===== config.mk =====
export PLATFORM = sky130hd
export DESIGN_NAME = timer16_core
export DESIGN_NICKNAME = d
export VERILOG_FILES = /design/src/rtl/timer16_pkg.sv /design/src/rtl/timer16_mode_dec.sv /design/src/rtl/timer16_counter.sv /design/src/rtl/timer16_flags.sv /design/src/rtl/timer16_core.sv
export SDC_FILE = /design/constraint.sdc
export NUM_CORES = 1
export LEC_CHECK = 0
export BUFFER_PORTS_ARGS = -buffer_cell sky130_fd_sc_hd__buf_2
export CAP_MARGIN = 20
export CORE_MARGIN = 1.5
export CORE_UTILIZATION = 48
export CTS_BUF_LIST = sky130_fd_sc_hd__clkbuf_8
export CTS_CLUSTER_DIAMETER = 200
export DETAILED_ROUTE_END_ITERATION = 10
export GPL_ROUTABILITY_DRIVEN = 0
export PLACE_DENSITY = 0.84
export SLEW_MARGIN = 30
export SYNTH_ARGS = -nofsm -noshare
export SYNTH_HDL_FRONTEND = slang
export SYNTH_HIERARCHICAL = 1
export SYNTH_SLANG_ARGS = --single-unit

===== constraint.sdc =====
create_clock -name clk -period 3.15 [get_ports clk]
set_clock_uncertainty 0.2 [all_clocks]
set_input_delay 0.315 -clock clk [delete_from_list [all_inputs] [get_ports clk]]
set_output_delay 0.315 -clock clk [all_outputs]
set_load 0.02 [all_outputs]

===== src/rtl/timer16_pkg.sv =====
package timer16_pkg;

  // Mode codes formed as {mode_hi, mode_lo}
  localparam logic [3:0] MODE_FREE    = 4'd0;
  localparam logic [3:0] MODE_CLR_A   = 4'd4;
  localparam logic [3:0] MODE_CLR_CAP = 4'd12;

  // Event indices (internal order of the event vector)
  localparam int NUM_EV  = 5;
  localparam int EV_OVF  = 0;
  localparam int EV_CMPA = 1;
  localparam int EV_CMPB = 2;
  localparam int EV_CMPC = 3;
  localparam int EV_CAPT = 4;

  // Bit position of each event in the flag and mask bytes
  localparam int FLAG_POS [NUM_EV] = '{0, 1, 2, 3, 5};
  localparam logic [7:0] FLAG_IMPL = 8'h2F;

  // Number of plain compare channels
  localparam int NUM_CMP = 3;

  typedef enum logic [1:0] {
    TOP_FULL   = 2'd0,
    TOP_CMPA   = 2'd1,
    TOP_CAPREG = 2'd2
  } top_sel_e;

endpackage


===== src/rtl/timer16_mode_dec.sv =====
module timer16_mode_dec
  import timer16_pkg::*;
(
  input  logic [1:0] mode_lo,
  input  logic [1:0] mode_hi,
  output logic       running,
  output top_sel_e   top_sel
);

  logic [3:0] mode;
  assign mode = {mode_hi, mode_lo};

  always_comb begin
    running = 1'b1;
    top_sel = TOP_FULL;
    case (mode)
      MODE_FREE:    top_sel = TOP_FULL;
      MODE_CLR_A:   top_sel = TOP_CMPA;
      MODE_CLR_CAP: top_sel = TOP_CAPREG;
      default:      running = 1'b0;
    endcase
  end

endmodule


===== src/rtl/timer16_counter.sv =====
module timer16_counter
  import timer16_pkg::*;
#(
  parameter int CNT_W = 16
) (
  input  logic              clk,
  input  logic              rst,
  input  logic              tick,
  input  logic              running,
  input  top_sel_e          top_sel,
  input  logic              cnt_wr,
  input  logic [CNT_W-1:0]  cnt_wdata,
  input  logic [CNT_W-1:0]  cmp_a,
  input  logic [CNT_W-1:0]  cmp_b,
  input  logic [CNT_W-1:0]  cmp_c,
  input  logic [CNT_W-1:0]  cap_val,
  output logic [CNT_W-1:0]  count,
  output logic [NUM_EV-1:0] events
);

  localparam logic [CNT_W-1:0] CNT_MAX = {CNT_W{1'b1}};
  localparam logic [CNT_W-1:0] CNT_ONE = CNT_W'(1);

  logic             blocked;
  logic             advance;
  logic             live;
  logic [CNT_W-1:0] top_val;
  logic             at_top;
  logic [CNT_W-1:0] cmp_vals [NUM_CMP];
  logic [NUM_CMP-1:0] cmp_hit;

  assign cmp_vals[0] = cmp_a;
  assign cmp_vals[1] = cmp_b;
  assign cmp_vals[2] = cmp_c;

  // One equality comparator per compare channel
  for (genvar g = 0; g < NUM_CMP; g++) begin : g_cmp
    assign cmp_hit[g] = (count == cmp_vals[g]);
  end

  always_comb begin
    case (top_sel)
      TOP_CMPA:   top_val = cmp_a;
      TOP_CAPREG: top_val = cap_val;
      default:    top_val = CNT_MAX;
    endcase
  end

  assign at_top  = (count == top_val);
  assign advance = tick && running && !cnt_wr;
  assign live    = advance && !blocked;

  assign events[EV_OVF]  = live && (top_sel == TOP_FULL)   && at_top;
  assign events[EV_CMPA] = live && cmp_hit[0];
  assign events[EV_CMPB] = live && cmp_hit[1];
  assign events[EV_CMPC] = live && cmp_hit[2];
  assign events[EV_CAPT] = live && (top_sel == TOP_CAPREG) && at_top;

  always_ff @(posedge clk) begin
    if (rst) begin
      count <= '0;
    end else if (cnt_wr) begin
      count <= cnt_wdata;
    end else if (advance) begin
      if (at_top && !blocked) count <= '0;
      else                    count <= count + CNT_ONE;
    end
  end

  // Match suppression for the first counted tick after a write
  always_ff @(posedge clk) begin
    if (rst)                  blocked <= 1'b0;
    else if (cnt_wr)          blocked <= 1'b1;
    else if (tick && running) blocked <= 1'b0;
  end

endmodule


===== src/rtl/timer16_flags.sv =====
module timer16_flags
  import timer16_pkg::*;
#(
  parameter int REG_W = 8
) (
  input  logic              clk,
  input  logic              rst,
  input  logic [NUM_EV-1:0] events,
  input  logic [REG_W-1:0]  irq_mask,
  input  logic              flag_wr,
  input  logic [REG_W-1:0]  flag_wdata,
  output logic [REG_W-1:0]  flags,
  output logic [NUM_EV-1:0] irq
);

  localparam logic [REG_W-1:0] IMPL = REG_W'(FLAG_IMPL);

  logic [REG_W-1:0] set_vec;
  logic [REG_W-1:0] base;
  logic [REG_W-1:0] flags_nxt;

  always_comb begin
    set_vec = '0;
    for (int i = 0; i < NUM_EV; i++) begin
      set_vec[FLAG_POS[i]] = events[i];
    end
  end

  assign base      = flag_wr ? (flag_wdata & IMPL) : flags;
  assign flags_nxt = base | (set_vec & irq_mask & IMPL);

  always_ff @(posedge clk) begin
    if (rst) flags <= '0;
    else     flags <= flags_nxt;
  end

  for (genvar g = 0; g < NUM_EV; g++) begin : g_irq
    always_ff @(posedge clk) begin
      if (rst) irq[g] <= 1'b0;
      else     irq[g] <= flags_nxt[FLAG_POS[g]] & irq_mask[FLAG_POS[g]];
    end
  end

endmodule


===== src/rtl/timer16_core.sv =====
module timer16_core
  import timer16_pkg::*;
#(
  parameter int CNT_W = 16,
  parameter int REG_W = 8
) (
  input  logic             clk,
  input  logic             rst,
  input  logic             pwr_off,
  input  logic             tick,
  input  logic [1:0]       mode_lo,
  input  logic [1:0]       mode_hi,
  input  logic             cnt_wr,
  input  logic [CNT_W-1:0] cnt_wdata,
  input  logic [CNT_W-1:0] cmp_a,
  input  logic [CNT_W-1:0] cmp_b,
  input  logic [CNT_W-1:0] cmp_c,
  input  logic [CNT_W-1:0] cap_val,
  input  logic [REG_W-1:0] irq_mask,
  input  logic             flag_wr,
  input  logic [REG_W-1:0] flag_wdata,
  output logic [CNT_W-1:0] count,
  output logic [REG_W-1:0] flags,
  output logic             irq_ovf,
  output logic             irq_cmpa,
  output logic             irq_cmpb,
  output logic             irq_cmpc,
  output logic             irq_capt
);

  logic              hold_rst;
  logic              running;
  top_sel_e          top_sel;
  logic [NUM_EV-1:0] events;
  logic [NUM_EV-1:0] irq;

  assign hold_rst = rst | pwr_off;

  timer16_mode_dec u_dec (
    .mode_lo (mode_lo),
    .mode_hi (mode_hi),
    .running (running),
    .top_sel (top_sel)
  );

  timer16_counter #(.CNT_W(CNT_W)) u_cnt (
    .clk       (clk),
    .rst       (hold_rst),
    .tick      (tick),
    .running   (running),
    .top_sel   (top_sel),
    .cnt_wr    (cnt_wr),
    .cnt_wdata (cnt_wdata),
    .cmp_a     (cmp_a),
    .cmp_b     (cmp_b),
    .cmp_c     (cmp_c),
    .cap_val   (cap_val),
    .count     (count),
    .events    (events)
  );

  timer16_flags #(.REG_W(REG_W)) u_flg (
    .clk        (clk),
    .rst        (hold_rst),
    .events     (events),
    .irq_mask   (irq_mask),
    .flag_wr    (flag_wr),
    .flag_wdata (flag_wdata),
    .flags      (flags),
    .irq        (irq)
  );

  assign irq_ovf  = irq[EV_OVF];
  assign irq_cmpa = irq[EV_CMPA];
  assign irq_cmpb = irq[EV_CMPB];
  assign irq_cmpc = irq[EV_CMPC];
  assign irq_capt = irq[EV_CAPT];

endmodule


== After elaboration in Yosys (flattened, before gate mapping) ==
Index checks and enable logic that the tools add are counted.
Operators by class
  bitwise gates (word level): 8
  reduce and logical (&&, ||, !) cells: 18
  add/subtract/negate cells: 1
  mux-type cells: 9
  equality and inequality tests: 8
Operator list (number)
  $eq 16x16->1: 4
  $mux 16: 3
  $pmux 16 s2: 1
  $add 16x1->16 const B: 1
  $logic_and 1x1->1: 11
  $mux 8: 1
  $or 8x6->8: 1
  $and 6x6->6: 1
  $and 1x1->1: 5
  $eq 4x3->1 const B: 1
  $eq 4x4->1 const B: 1
  $logic_not 4->1: 1
  $pmux 2 s2: 1
  $reduce_bool 2->1: 2
  $mux 1: 3
  $reduce_or 3->1: 1
  $eq 2x1->1 const B: 1
  $eq 2x2->1 const B: 1
  $logic_not 1->1: 2
  $logic_not 2->1: 1
  $or 1x1->1: 1
Word-level totals
  register bits: 30
  word-level logic and storage cells: 52
  output and inout bits: 29
  input port bits: 106

== Longest topological paths before layout ==
Gate-level depths: netlist of the first run.
  depth in word-level cells: 11
  gate-level depth with buffers: 14
  gate-level depth less buffers: 12

== Cells and area by module ==
The synthesis of the first run kept the hierarchy.
By module, submodules not included
  timer16_counter: sequential area each 340.3 um2, times used 1, area an instance 2259.7 um2, cells an instance 324
  timer16_flags: sequential area each 200.2 um2, times used 1, area an instance 410.4 um2, cells an instance 46
  timer16_mode_dec: sequential area each 0.0 um2, times used 1, area an instance 32.5 um2, cells an instance 5
  timer16_core: sequential area each 0.0 um2, times used 1, area an instance 6.3 um2, cells an instance 1

== Least setup slack after synthesis of the first run ==
Ideal clock, no wire load.
  path type: input port to flip-flop
  start: input port mode_hi[0]
  end: register u_cnt.count[11]
  path slack: 0.435 ns
  arrival time: 2.381 ns
  stages on the path: 10
  required time: 2.816 ns
  buffers on the path: 1
  setup time: 0.134 ns
  path through: inv_1 > nor4_2 > inv_1 > ha_1 > clkbuf_1 > and4_1 > nor4_1 > nand4_1 > o31ai_4 > o22ai_1
Between the ends
  cells in the longest elaborated chain, start to end: 9
  elaborated cells on any way between the ends: 17
  classes of those cells: eq/ne: 5; mux: 6; reduce/logical: 6
Ends and longest elaborated chain
  from (decl): RTL line timer16_core.sv:12  | input logic [1:0] mode_hi,
  $eq 4x4->1 or $eq 4x3->1 (tied branches): RTL line timer16_mode_dec.sv:16  | case (mode)
  $pmux 2 s2 *: RTL line timer16_mode_dec.sv:16
  net top_sel[0]: RTL line timer16_core.sv:33  | top_sel_e top_sel;
  $eq 2x2->1 or $eq 2x1->1 (tied branches): RTL line timer16_counter.sv:42  | case (top_sel)
  $pmux 16 s2 *: RTL line timer16_counter.sv:42
  $eq 16x16->1 *: RTL line timer16_counter.sv:49  | assign at_top = (count == top_val);
  $logic_and 1x1->1 *: RTL line timer16_counter.sv:65  | if (at_top && !blocked) count <= '0;
  $mux 16 *: RTL line timer16_counter.sv:65
  $mux 16 *: RTL line timer16_counter.sv:64  | end else if (advance) begin
  $mux 16 *: RTL line timer16_counter.sv:62  | end else if (cnt_wr) begin
  to (signal assigned): RTL line timer16_counter.sv:63  | count <= cnt_wdata;
  to (signal assigned): RTL line timer16_counter.sv:66  | else count <= count + CNT_ONE;
  to (decl): RTL line timer16_counter.sv:17  | output logic [CNT_W-1:0] count,
The timed path passes the listed nets; every way through them passes the cells marked *. The select of a mux whose other input is x is not followed.
A chain may end at the register's enable or synchronous reset.

== Final worst setup path of the first run ==
  start: input port mode_hi[0]
  end: register u_cnt.count[8]
Same word-level chain as after synthesis.

==> run summary, run 1 <==
status: finished clean
total core area: 5470 µm²
largest area contributor in the netlist: dfxtp_1
ANT nets after route: 0
hold_sp: cnt_wdata[13]
final hold vios: 0
DRC marker count from the first detailed-route iteration: 224
Req. time, crit path: 3110 ps
Routed WL per cell: 16.2 µm
fin cells: 566
Area Growth Syn to Fin: 28.5%
ys async rst share: 0
fmax: 0.346 GHz
Setup CP Type: in2reg
synth unique cells: 37
root buf cell: clkbuf_8
period utilisation layout: 0.918
combinational cell fraction of total power: 0.309
Die Ht: 78.1 µm
Clk pin slew, worst setup/hold paths: 100 ps
CP Max Fanout: 27
Post CTS Setup Buffer Count: 0
Crit path max-delay family: simple AND/OR/NAND/NOR gates
CTS sink count: 27
crit path launch type: input pin
Worst setup EP type: flop
most frequent cells in the layout: buf_2 (125), nand2_1 (58), xnor2_1 (39)
Slew Limit Fails: 0
Clk Latency, worst-skew pair: 280 ps
Psw: 0.274 mW
top area cells in the synthesized netlist: dfxtp_1 (20%), xnor2_1 (13%), nand2_1 (8.0%), and4_1 (6.1%), xor2_1 (5.5%)
RR Endpoint: u_cnt/count[14]$_SDFFE_PP0P_
nets: 605
final instance area: 3480 µm²
Final min period: 2890 ps
row cnt: 27
Peak VDD IR: 255 µV
CP max stage delay: 390 ps
flop2flop setup slack: 730 ps
Die Wd: 78.1 µm
Pre-Repair DR Iteration Count: 7
Post-DP Area: 3440 µm²
Mapped Cells: 376
number of global-route vias before repair: 3012
Overflow after GRT: 0
CTS tree: built
EDFF count, synth: 0
setup TNS: 0 ps
P per Cell Area: 241 nW/µm²
Cell Chain, Critical Path: buf_2, inv_1, nor4_2, inv_1, ha_1, buf_12, and4_1, nor4_1, nand4_1, buf_4, o21ai_1, buf_4, o21ai_0
post-CTS resize count: 0
critical path arrival: 2850 ps
first-pass GRT wire length: 13900 µm
Synth warnings: 6
placed cells: 562
relative slew slack: 0.558
register area share after synthesis: 0.200
final wirelength: 9160 µm
total power: 0.839 mW
Post-CTS Hold Fix Bufs: 0
antenna violations before repair: 0
TritonCTS Buffers: 3
Synth Register Bits: 27
Slowest-stage cell, CP: ha_1
via-per-instance ratio: 5.94
Max H-tree Level: 1
unrepaired setup endpoints after global routing: false
Yosys top cell area share: 0.200
Top Ports: 135
Worst Hold Depth: 3
Initial Utilization: 0.495
most common cell after layout, fill and taps aside: buf_2
sw frac: 0.326
layout cells sized above 1: 0.310
DRC errors left: 0
Reg-to-Reg Start: u_cnt/count[0]$_SDFFE_PP0P_
port bufs: 125
Setup violations, final: 0
hold endpoint: u_cnt/count[13]$_SDFFE_PP0P_
power share of the clock group: 0.239
number of fill cells in the layout: 509
worst slew pin tran: 658 ps
leak pwr: 1.42 nW
sequential share of power: 0.453
All-Layer GR Usage: 0.285
via count: 3364
Synth Cell Area: 2710 µm²
Post-DP HPWL: 7160 µm
R2R depth: 7
pin count of the biggest net entering global routing: 28
predominant post-synthesis flop cell: dfxtp_1
diodes inserted: 0
Int Power: 0.565 mW
max_cap viols: 0
Mapped Avg Cell Area: 7.20 µm²
worst hold path type: in2reg
crit path buf inv count: 6
CTS max path bufs: 2
die area: 6100 µm²
==> per-layer routing <==
metal,GRT usage,vias up,wire [µm]
met5,0,-,0
met4,0.0893,0,180
met3,0.0453,22,865
met2,0.504,196,4440
met1,0.353,1552,3680
li1,-,1594,-
==> cell type report <==
| cell class | instances | area, µm² | share of cell area |
|---|---|---|---|
| inverter | 9 | 33.8 | 0.00971 |
| clock inverter | 1 | 3.75 | 0.00108 |
| timing repair buffer | 146 | 808 | 0.232 |
| multi-input combinational | 308 | 1960 | 0.564 |
| clock buffer | 3 | 41.3 | 0.0119 |
| tap | 72 | 90.1 | 0.0259 |
| sequential | 27 | 541 | 0.155 |
==> state kept, by name, summed over array words and instances (netlist names) <==
register	flops
u_cnt/count	16
u_cnt/blocked	1
u_flg/flags	5
u_flg/irq	5
==> logic make-up (layout without fill, tap and decap cells) <==
group / after synthesis / count (layout) / synth area share
simple gates: 166 / 166 / 0.331
compound gates: 70 / 70 / 0.157
xor+xnor: 56 / 56 / 0.181
buf+inv: 43 / 159 / 0.0785
flops: 27 / 27 / 0.200
mux: 9 / 9 / 0.0333
fa+ha+maj: 4 / 4 / 0.0185
other cells: 1 / 3 / 0.00138
==> power groups by stage <==
stage,combinational [mW],clock [mW],sequential (mW)
floorplan,0.147,0,0.380
global placement,0.248,0,0.387
detailed placement,0.255,0,0.387
CTS,0.256,0.202,0.379
global route,0.281,0.214,0.382
finish,0.259,0.200,0.380
==> how the worst max path moves through the flow <==
| stage | slack (ps) | startpoint | cells past startpoint | end |
|---|---|---|---|---|
| after global placement | 110 | mode_hi[1] | 12 | u_cnt/count[10]$_SDFFE_PP0P_ |
| after detailed placement | 20 | mode_hi[0] | 12 | u_cnt/count[0]$_SDFFE_PP0P_ |
| after CTS | 310 | mode_hi[0] | 13 | u_cnt/count[8]$_SDFFE_PP0P_ |
| after floorplan | 440 | mode_hi[0] | 10 | u_cnt/count[11]$_SDFFE_PP0P_ |
| after global routing | 40 | mode_hi[1] | 14 | u_flg/flags[0]$_SDFF_PP0_ |
| final | 260 | mode_hi[0] | 13 | u_cnt/count[8]$_SDFFE_PP0P_ |
==> per-stage QoR <==
step | utilization | setup slack [ps] | hold WS [ps]
floorplan | - | 435 | 234
global placement | 0.628 | 108 | 322
detailed placement | 0.628 | 24.8 | 336
CTS | 0.636 | 311 | 71.2
global route | 0.636 | 44.6 | 82.9
finish | 0.636 | 258 | 71.0
==> synthesized netlist by cell type, drive strengths merged, types with 2 or more instances <==
library cell and n:
and4 19, nor3b 2, a31oi 16, nand2b 5, nor4 22, o22ai 10, a221oi 4, nor3 10
nand4 15, and2 2, dfxtp 27, a21oi 24, nand2 58, clkbuf 15, o21ai 11, buf 19
mux2i 9, nand3 8, xor2 17, ha 4, xnor2 39, and3 7, or2 2, nor2 15
a22oi 2, inv 9
==> worst reg2reg max path, delay by kind of cell, from the launching register on <==
kind / cells / cell delay, ps
DFF: 1 / 670
xor gates and xnor gates: 1 / 180
adders and majority gates: 1 / 310
AOI/OAI and AO/OA: 1 / 180
and+or+nand+nor: 4 / 820
No activity file was read; power rests on OpenSTA's default activity.
==> run 2, diff against run 1 <==
--- a/config.mk
+++ b/config.mk
@@ -8,12 +8,12 @@
 export BUFFER_PORTS_ARGS = -buffer_cell sky130_fd_sc_hd__buf_2
 export CAP_MARGIN = 20
 export CORE_MARGIN = 1.5
-export CORE_UTILIZATION = 48
+export CORE_UTILIZATION = 35
 export CTS_BUF_LIST = sky130_fd_sc_hd__clkbuf_8
 export CTS_CLUSTER_DIAMETER = 200
 export DETAILED_ROUTE_END_ITERATION = 10
 export GPL_ROUTABILITY_DRIVEN = 0
-export PLACE_DENSITY = 0.84
+export PLACE_DENSITY = 0.65
 export SLEW_MARGIN = 30
 export SYNTH_ARGS = -nofsm -noshare
 export SYNTH_HDL_FRONTEND = slang
==> run 2 against run 1 <==
Routed wire length rose by 5.3%; total power grew 2.9%; worst setup slack improved by 110 ps; final cell count increased by 4.2%; combinational power is essentially flat; non-clock buffer count down 3; critical path type unchanged; flip-flop and latch count stayed put.
==> run summary, run 2 (synthesis gave the netlist of run 1 again) <==
Top Ports: 135 (unchanged)
leak pwr: 1.40 nW (-1.3%)
row cnt: 31 (+15%)
layout cells sized above 1: 0.308 (-0.00218)
nets: 602 (-0.50%)
number of fill cells in the layout: 784 (+54%)
Peak VDD IR: 144 µV (-43%)
Die Ht: 91.0 µm (+16%)
Reg with most FFs: u_cnt/count
fmax: 0.360 GHz (+4.0%)
Worst Hold Depth: 3 (unchanged)
Post-DP Area: 3460 µm² (+0.69%)
worst hold path type: in2reg
dpl ws: 41.9 ps (+17.2 ps)
most frequent CP cell: buf_12
Die Wd: 91.0 µm (+16%)
R2R depth: 6 (-1)
largest registers: u_cnt/count (16), u_flg/flags (5), u_flg/irq (5)
Crit path max-delay family: simple AND/OR/NAND/NOR gates
crit path buf inv count: 5 (-1)
P per Cell Area: 246 nW/µm² (+2.1%)
status: finished clean
Clk Latency, worst-skew pair: 290 ps (about the same)
unrepaired setup endpoints after global routing: false
ANT nets after route: 0 (unchanged)
via-per-instance ratio: 5.54 (-6.8%)
crit path launch type: input pin
Req. time, crit path: 3130 ps (+20 ps)
max_cap viols: 0 (unchanged)
antenna violations before repair: 0 (unchanged)
Area Growth Syn to Fin: 29.5%
flop2flop setup slack: 710 ps (-20 ps)
All-Layer GR Usage: 0.228 (-0.0576)
CP Depth: 12 (-1)
Largest register FFs: 16 (unchanged)
Clk pin slew, worst setup/hold paths: 110 ps (about the same)
worst slew pin tran: 588 ps (-70.1 ps)
Post-DP HPWL: 7660 µm (+6.9%)
Slew Limit Fails: 0 (unchanged)
Worst setup EP type: flop
number of global-route vias before repair: 3107 (+3.2%)
root buf cell: clkbuf_8
critical path arrival: 2760 ps (-90 ps)
CTS max path bufs: 2 (unchanged)
TritonCTS Buffers: 3 (unchanged)
most frequent cells in the layout: buf_2 (125), nand2_1 (58), xnor2_1 (39)
DRC errors left: 0 (unchanged)
Max H-tree Level: 1 (unchanged)
fin util: 0.476 (-0.160)
most common cell after layout, fill and taps aside: buf_2
Setup violations, final: 0 (unchanged)
Cell Chain, Critical Path: buf_2, nor4_2, inv_1, ha_1, buf_12, buf_4, and4_1, nor4_1, nand4_1, o31ai_4, buf_12, o22ai_1
pin count of the biggest net entering global routing: 29 (+3.6%)
final hold vios: 0 (unchanged)
setup TNS: 0 ps (unchanged)
post-CTS resize count: 0 (unchanged)
Final min period: 2780 ps (-112 ps)
port bufs: 125 (unchanged)
via count: 3267 (-2.9%)
Slowest-stage cell, CP: ha_1
period utilisation layout: 0.883 (-0.0356)
relative slew slack: 0.605 (+0.0471)
CP Max Fanout: 28 (+3.7%)
Post CTS Setup Buffer Count: 0 (unchanged)
Final WS setup: 370 ps (+112 ps)
DRC marker count from the first detailed-route iteration: 224 (unchanged)
final wirelength: 9650 µm (+5.3%)
diodes inserted: 0 (unchanged)
Overflow after GRT: 0 (unchanged)
final instance area: 3510 µm² (+0.79%)
Min Hold Slack: 60.2 ps (-10.8 ps)
CP max stage delay: 340 ps (-50 ps)
CTS tree: built
Initial Utilization: 0.368 (-0.127)
Setup CP Type: in2reg
die area: 8280 µm² (+36%)
Routed WL per cell: 16.4 µm (+1.0%)
Pre-Repair DR Iteration Count: 4 (-3)
total core area: 7370 µm² (+35%)
first-pass GRT wire length: 15000 µm (+8.1%)
CTS sink count: 27 (unchanged)
Post-CTS Hold Fix Bufs: 0 (unchanged)
run 2: layer usage:
metal	part of all wire	wire length (µm)	global-route usage	up-vias
met5	0	0	0	-
met3	0.084	813	0.0385	19
met1	0.41	4000	0.287	1501
met4	0.022	215	0.0768	0
li1	-	-	-	1584
met2	0.48	4620	0.391	163
run 2: where the power goes:
group	switching (mW)	leakage, nW	total (mW)	internal, mW
Combinational	0.133	1.16	0.259	0.126
Clock	0.131	0.0217	0.222	0.0903
Sequential	0.0297	0.220	0.382	0.353
Total	0.294	1.40	0.863	0.569
run 2: worst paths after layout:
path | start | end
worst min register to register | u_flg/flags[0]$_SDFF_PP0_ | u_flg/flags[0]$_SDFF_PP0_
worst min-delay path | irq_mask[3] | u_flg/irq[3]$_SDFF_PP0_
worst max register to register | u_cnt/count[2]$_SDFFE_PP0P_ | u_cnt/count[13]$_SDFFE_PP0P_
worst max-delay path | mode_hi[1] | u_cnt/count[11]$_SDFFE_PP0P_
run 2: metrics by stage:
stage	total power, mW	std cells
final	0.863	590
after detailed placement	0.647	586
after CTS	0.862	590
after global placement	0.643	586
after floorplan	0.527	378
after global routing	0.907	590
run 2: area by class of cell:
class,instances,area [µm²],area share
inverters,9,33.8,0.00963
well taps,99,124,0.0353
flip-flops and latches,27,541,0.154
clock buffers,3,41.3,0.0118
repair buffers,143,798,0.228
multi-input cells,308,1960,0.560
clock inverters,1,7.51,0.00214
run 2: worst min-delay path, cell delays in order:
cell and delay [ps]:
buf_2 110, nand2b_1 60, a21oi_1 40
==> run 3, diff against run 2 <==
--- a/config.mk
+++ b/config.mk
@@ -9,7 +9,7 @@
 export CAP_MARGIN = 20
 export CORE_MARGIN = 1.5
 export CORE_UTILIZATION = 35
-export CTS_BUF_LIST = sky130_fd_sc_hd__clkbuf_8
+export CTS_BUF_LIST = sky130_fd_sc_hd__clkbuf_16
 export CTS_CLUSTER_DIAMETER = 200
 export DETAILED_ROUTE_END_ITERATION = 10
 export GPL_ROUTABILITY_DRIVEN = 0
==> run 3 against run 2 <==
Critical path depth increased by 1; register-to-register slack got worse by 20 ps; worst setup slack got worse by 44 ps; routed wire length decreased by 0.18%; clock-buffer cell count unchanged; critical path type unchanged; critical endpoint is now u_flg/flags[0]$_SDFF_PP0_.
==> run summary, run 3 (synthesis gave the netlist of run 1 again) <==
status: finished clean
first-pass GRT wire length: 15000 µm (+0.13%)
final hold vios: 0 (unchanged)
worst hold path type: in2reg
relative slew slack: 0.603 (-0.00156)
largest registers: u_cnt/count (16), u_flg/flags (5), u_flg/irq (5)
Die Wd: 91.0 µm (unchanged)
CP Capture Point: u_flg/flags[0]$_SDFF_PP0_
Reg with most FFs: u_cnt/count
Overflow after GRT: 0 (unchanged)
diodes inserted: 0 (unchanged)
Max H-tree Level: 1 (unchanged)
Top Ports: 135 (unchanged)
Critical Path Source: mode_lo[1]
max_cap viols: 0 (unchanged)
Peak VDD IR: 174 µV (+21%)
crit path launch type: input pin
fin cells: 590 (unchanged)
ANT nets after route: 0 (unchanged)
Reg-to-Reg Start: u_cnt/count[2]$_SDFFE_PP0P_
Slew Limit Fails: 0 (unchanged)
placed cells: 586 (unchanged)
row cnt: 31 (unchanged)
Clk Latency, worst-skew pair: 270 ps (-20 ps)
period utilisation layout: 0.897 (+0.0141)
Worst setup EP type: flop
most common cell after layout, fill and taps aside: buf_2
Setup violations, final: 0 (unchanged)
pin count of the biggest net entering global routing: 29 (unchanged)
hold_sp: cnt_wdata[2]
CP Max Fanout: 13 (-54%)
setup TNS: 0 ps (unchanged)
Routed WL per cell: 16.3 µm (-0.18%)
All-Layer GR Usage: 0.227 (-0.000567)
Final min period: 2820 ps (+44.3 ps)
Area Growth Syn to Fin: 30.8%
leak pwr: 1.41 nW (+1.1%)
R2R depth: 6 (unchanged)
unrepaired setup endpoints after global routing: false
Post CTS Setup Buffer Count: 0 (unchanged)
Req. time, crit path: 3150 ps (+20 ps)
Post-CTS Hold Fix Bufs: 0 (unchanged)
flop2flop setup slack: 690 ps (-20 ps)
layout cells sized above 1: 0.308 (unchanged)
P per Cell Area: 269 nW/µm² (+9.5%)
die area: 8280 µm² (unchanged)
fmax: 0.354 GHz (-1.6%)
post-CTS resize count: 0 (unchanged)
Clk pin slew, worst setup/hold paths: 80 ps (-30 ps)
number of global-route vias before repair: 3106 (-0.032%)
antenna violations before repair: 0 (unchanged)
via count: 3268 (+0.031%)
worst slew pin tran: 594 ps (+6.06 ps)
Min Hold Slack: 85.8 ps (+25.7 ps)
final wirelength: 9630 µm (-0.18%)
Post-DP HPWL: 7660 µm (unchanged)
critical path arrival: 2830 ps (+70 ps)
Die Ht: 91.0 µm (unchanged)
most frequent cells in the layout: buf_2 (125), nand2_1 (58), xnor2_1 (39)
Largest register FFs: 16 (unchanged)
Pre-Repair DR Iteration Count: 6 (+2)
Setup CP Type: in2reg
nets: 602 (unchanged)
Initial Utilization: 0.368 (unchanged)
CTS sink count: 27 (unchanged)
root buf cell: clkbuf_16
total core area: 7370 µm² (unchanged)
DRC errors left: 0 (unchanged)
via-per-instance ratio: 5.54 (about the same)
RR Endpoint: u_cnt/count[13]$_SDFFE_PP0P_
TritonCTS Buffers: 3 (unchanged)
port bufs: 125 (unchanged)
CTS tree: built
DRC marker count from the first detailed-route iteration: 244 (+8.9%)
number of fill cells in the layout: 783 (-0.13%)
CTS max path bufs: 2 (unchanged)
## run 3: cell counts in the layout (fill, tap and decap cells not counted)
No cell type changed its count.
## run 3: layout make-up
| cell class | instances | area [µm²] | area share |
|---|---|---|---|
| tap | 99 | 124 | 0.0350 |
| clock buffer | 3 | 75.1 | 0.0212 |
| clock inverter | 1 | 7.51 | 0.00212 |
| timing repair buffer | 143 | 798 | 0.225 |
| inverter | 9 | 33.8 | 0.00954 |
| sequential | 27 | 541 | 0.153 |
| multi-input combinational | 308 | 1960 | 0.554 |
## run 3: worst min-delay path by stage
stage / endpoint / cells past startpoint / slack (ps)
after floorplan: u_cnt/count[2]$_SDFFE_PP0P_ / 2 / 230
after global placement: u_flg/flags[1]$_SDFF_PP0_ / 2 / 330
after detailed placement: u_cnt/count[2]$_SDFFE_PP0P_ / 3 / 350
after CTS: u_cnt/count[2]$_SDFFE_PP0P_ / 3 / 80
after global routing: u_cnt/count[2]$_SDFFE_PP0P_ / 3 / 90
final: u_cnt/count[2]$_SDFFE_PP0P_ / 3 / 90
## run 3: worst max-delay path, cell delays in order
cell	delay, ps
buf_2	120
nor3_1	270
ha_1	490
buf_4	200
nand2_1	70
and4_1	200
nor4_1	300
nand4_1	150
buf_4	170
nor2_1	120
and3_1	220
nand2_1	70
a21oi_1	130
## run 3: metal layers
metal,global-route usage,vias to the layer above,routed length [µm]
li1,-,1590,-
met1,0.289,1503,4030
met2,0.388,161,4620
met3,0.0343,14,776
met4,0.0794,0,199
met5,0,-,0
## run 3: stage by stage
step	worst slack [ps]	utilization	cell area, µm²	power (mW)
floorplan	435	-	2720	0.527
global placement	161	0.469	3460	0.643
detailed placement	41.9	0.469	3460	0.647
CTS	293	0.481	3540	0.951
global route	51.4	0.481	3540	0.995
finish	326	0.481	3540	0.954
## run 3: power breakdown
part | switching (mW) | total, mW | leakage [nW] | internal [mW]
registers | 0.0297 | 0.382 | 0.220 | 0.352
logic | 0.133 | 0.259 | 1.16 | 0.126
clock network | 0.139 | 0.312 | 0.0371 | 0.173
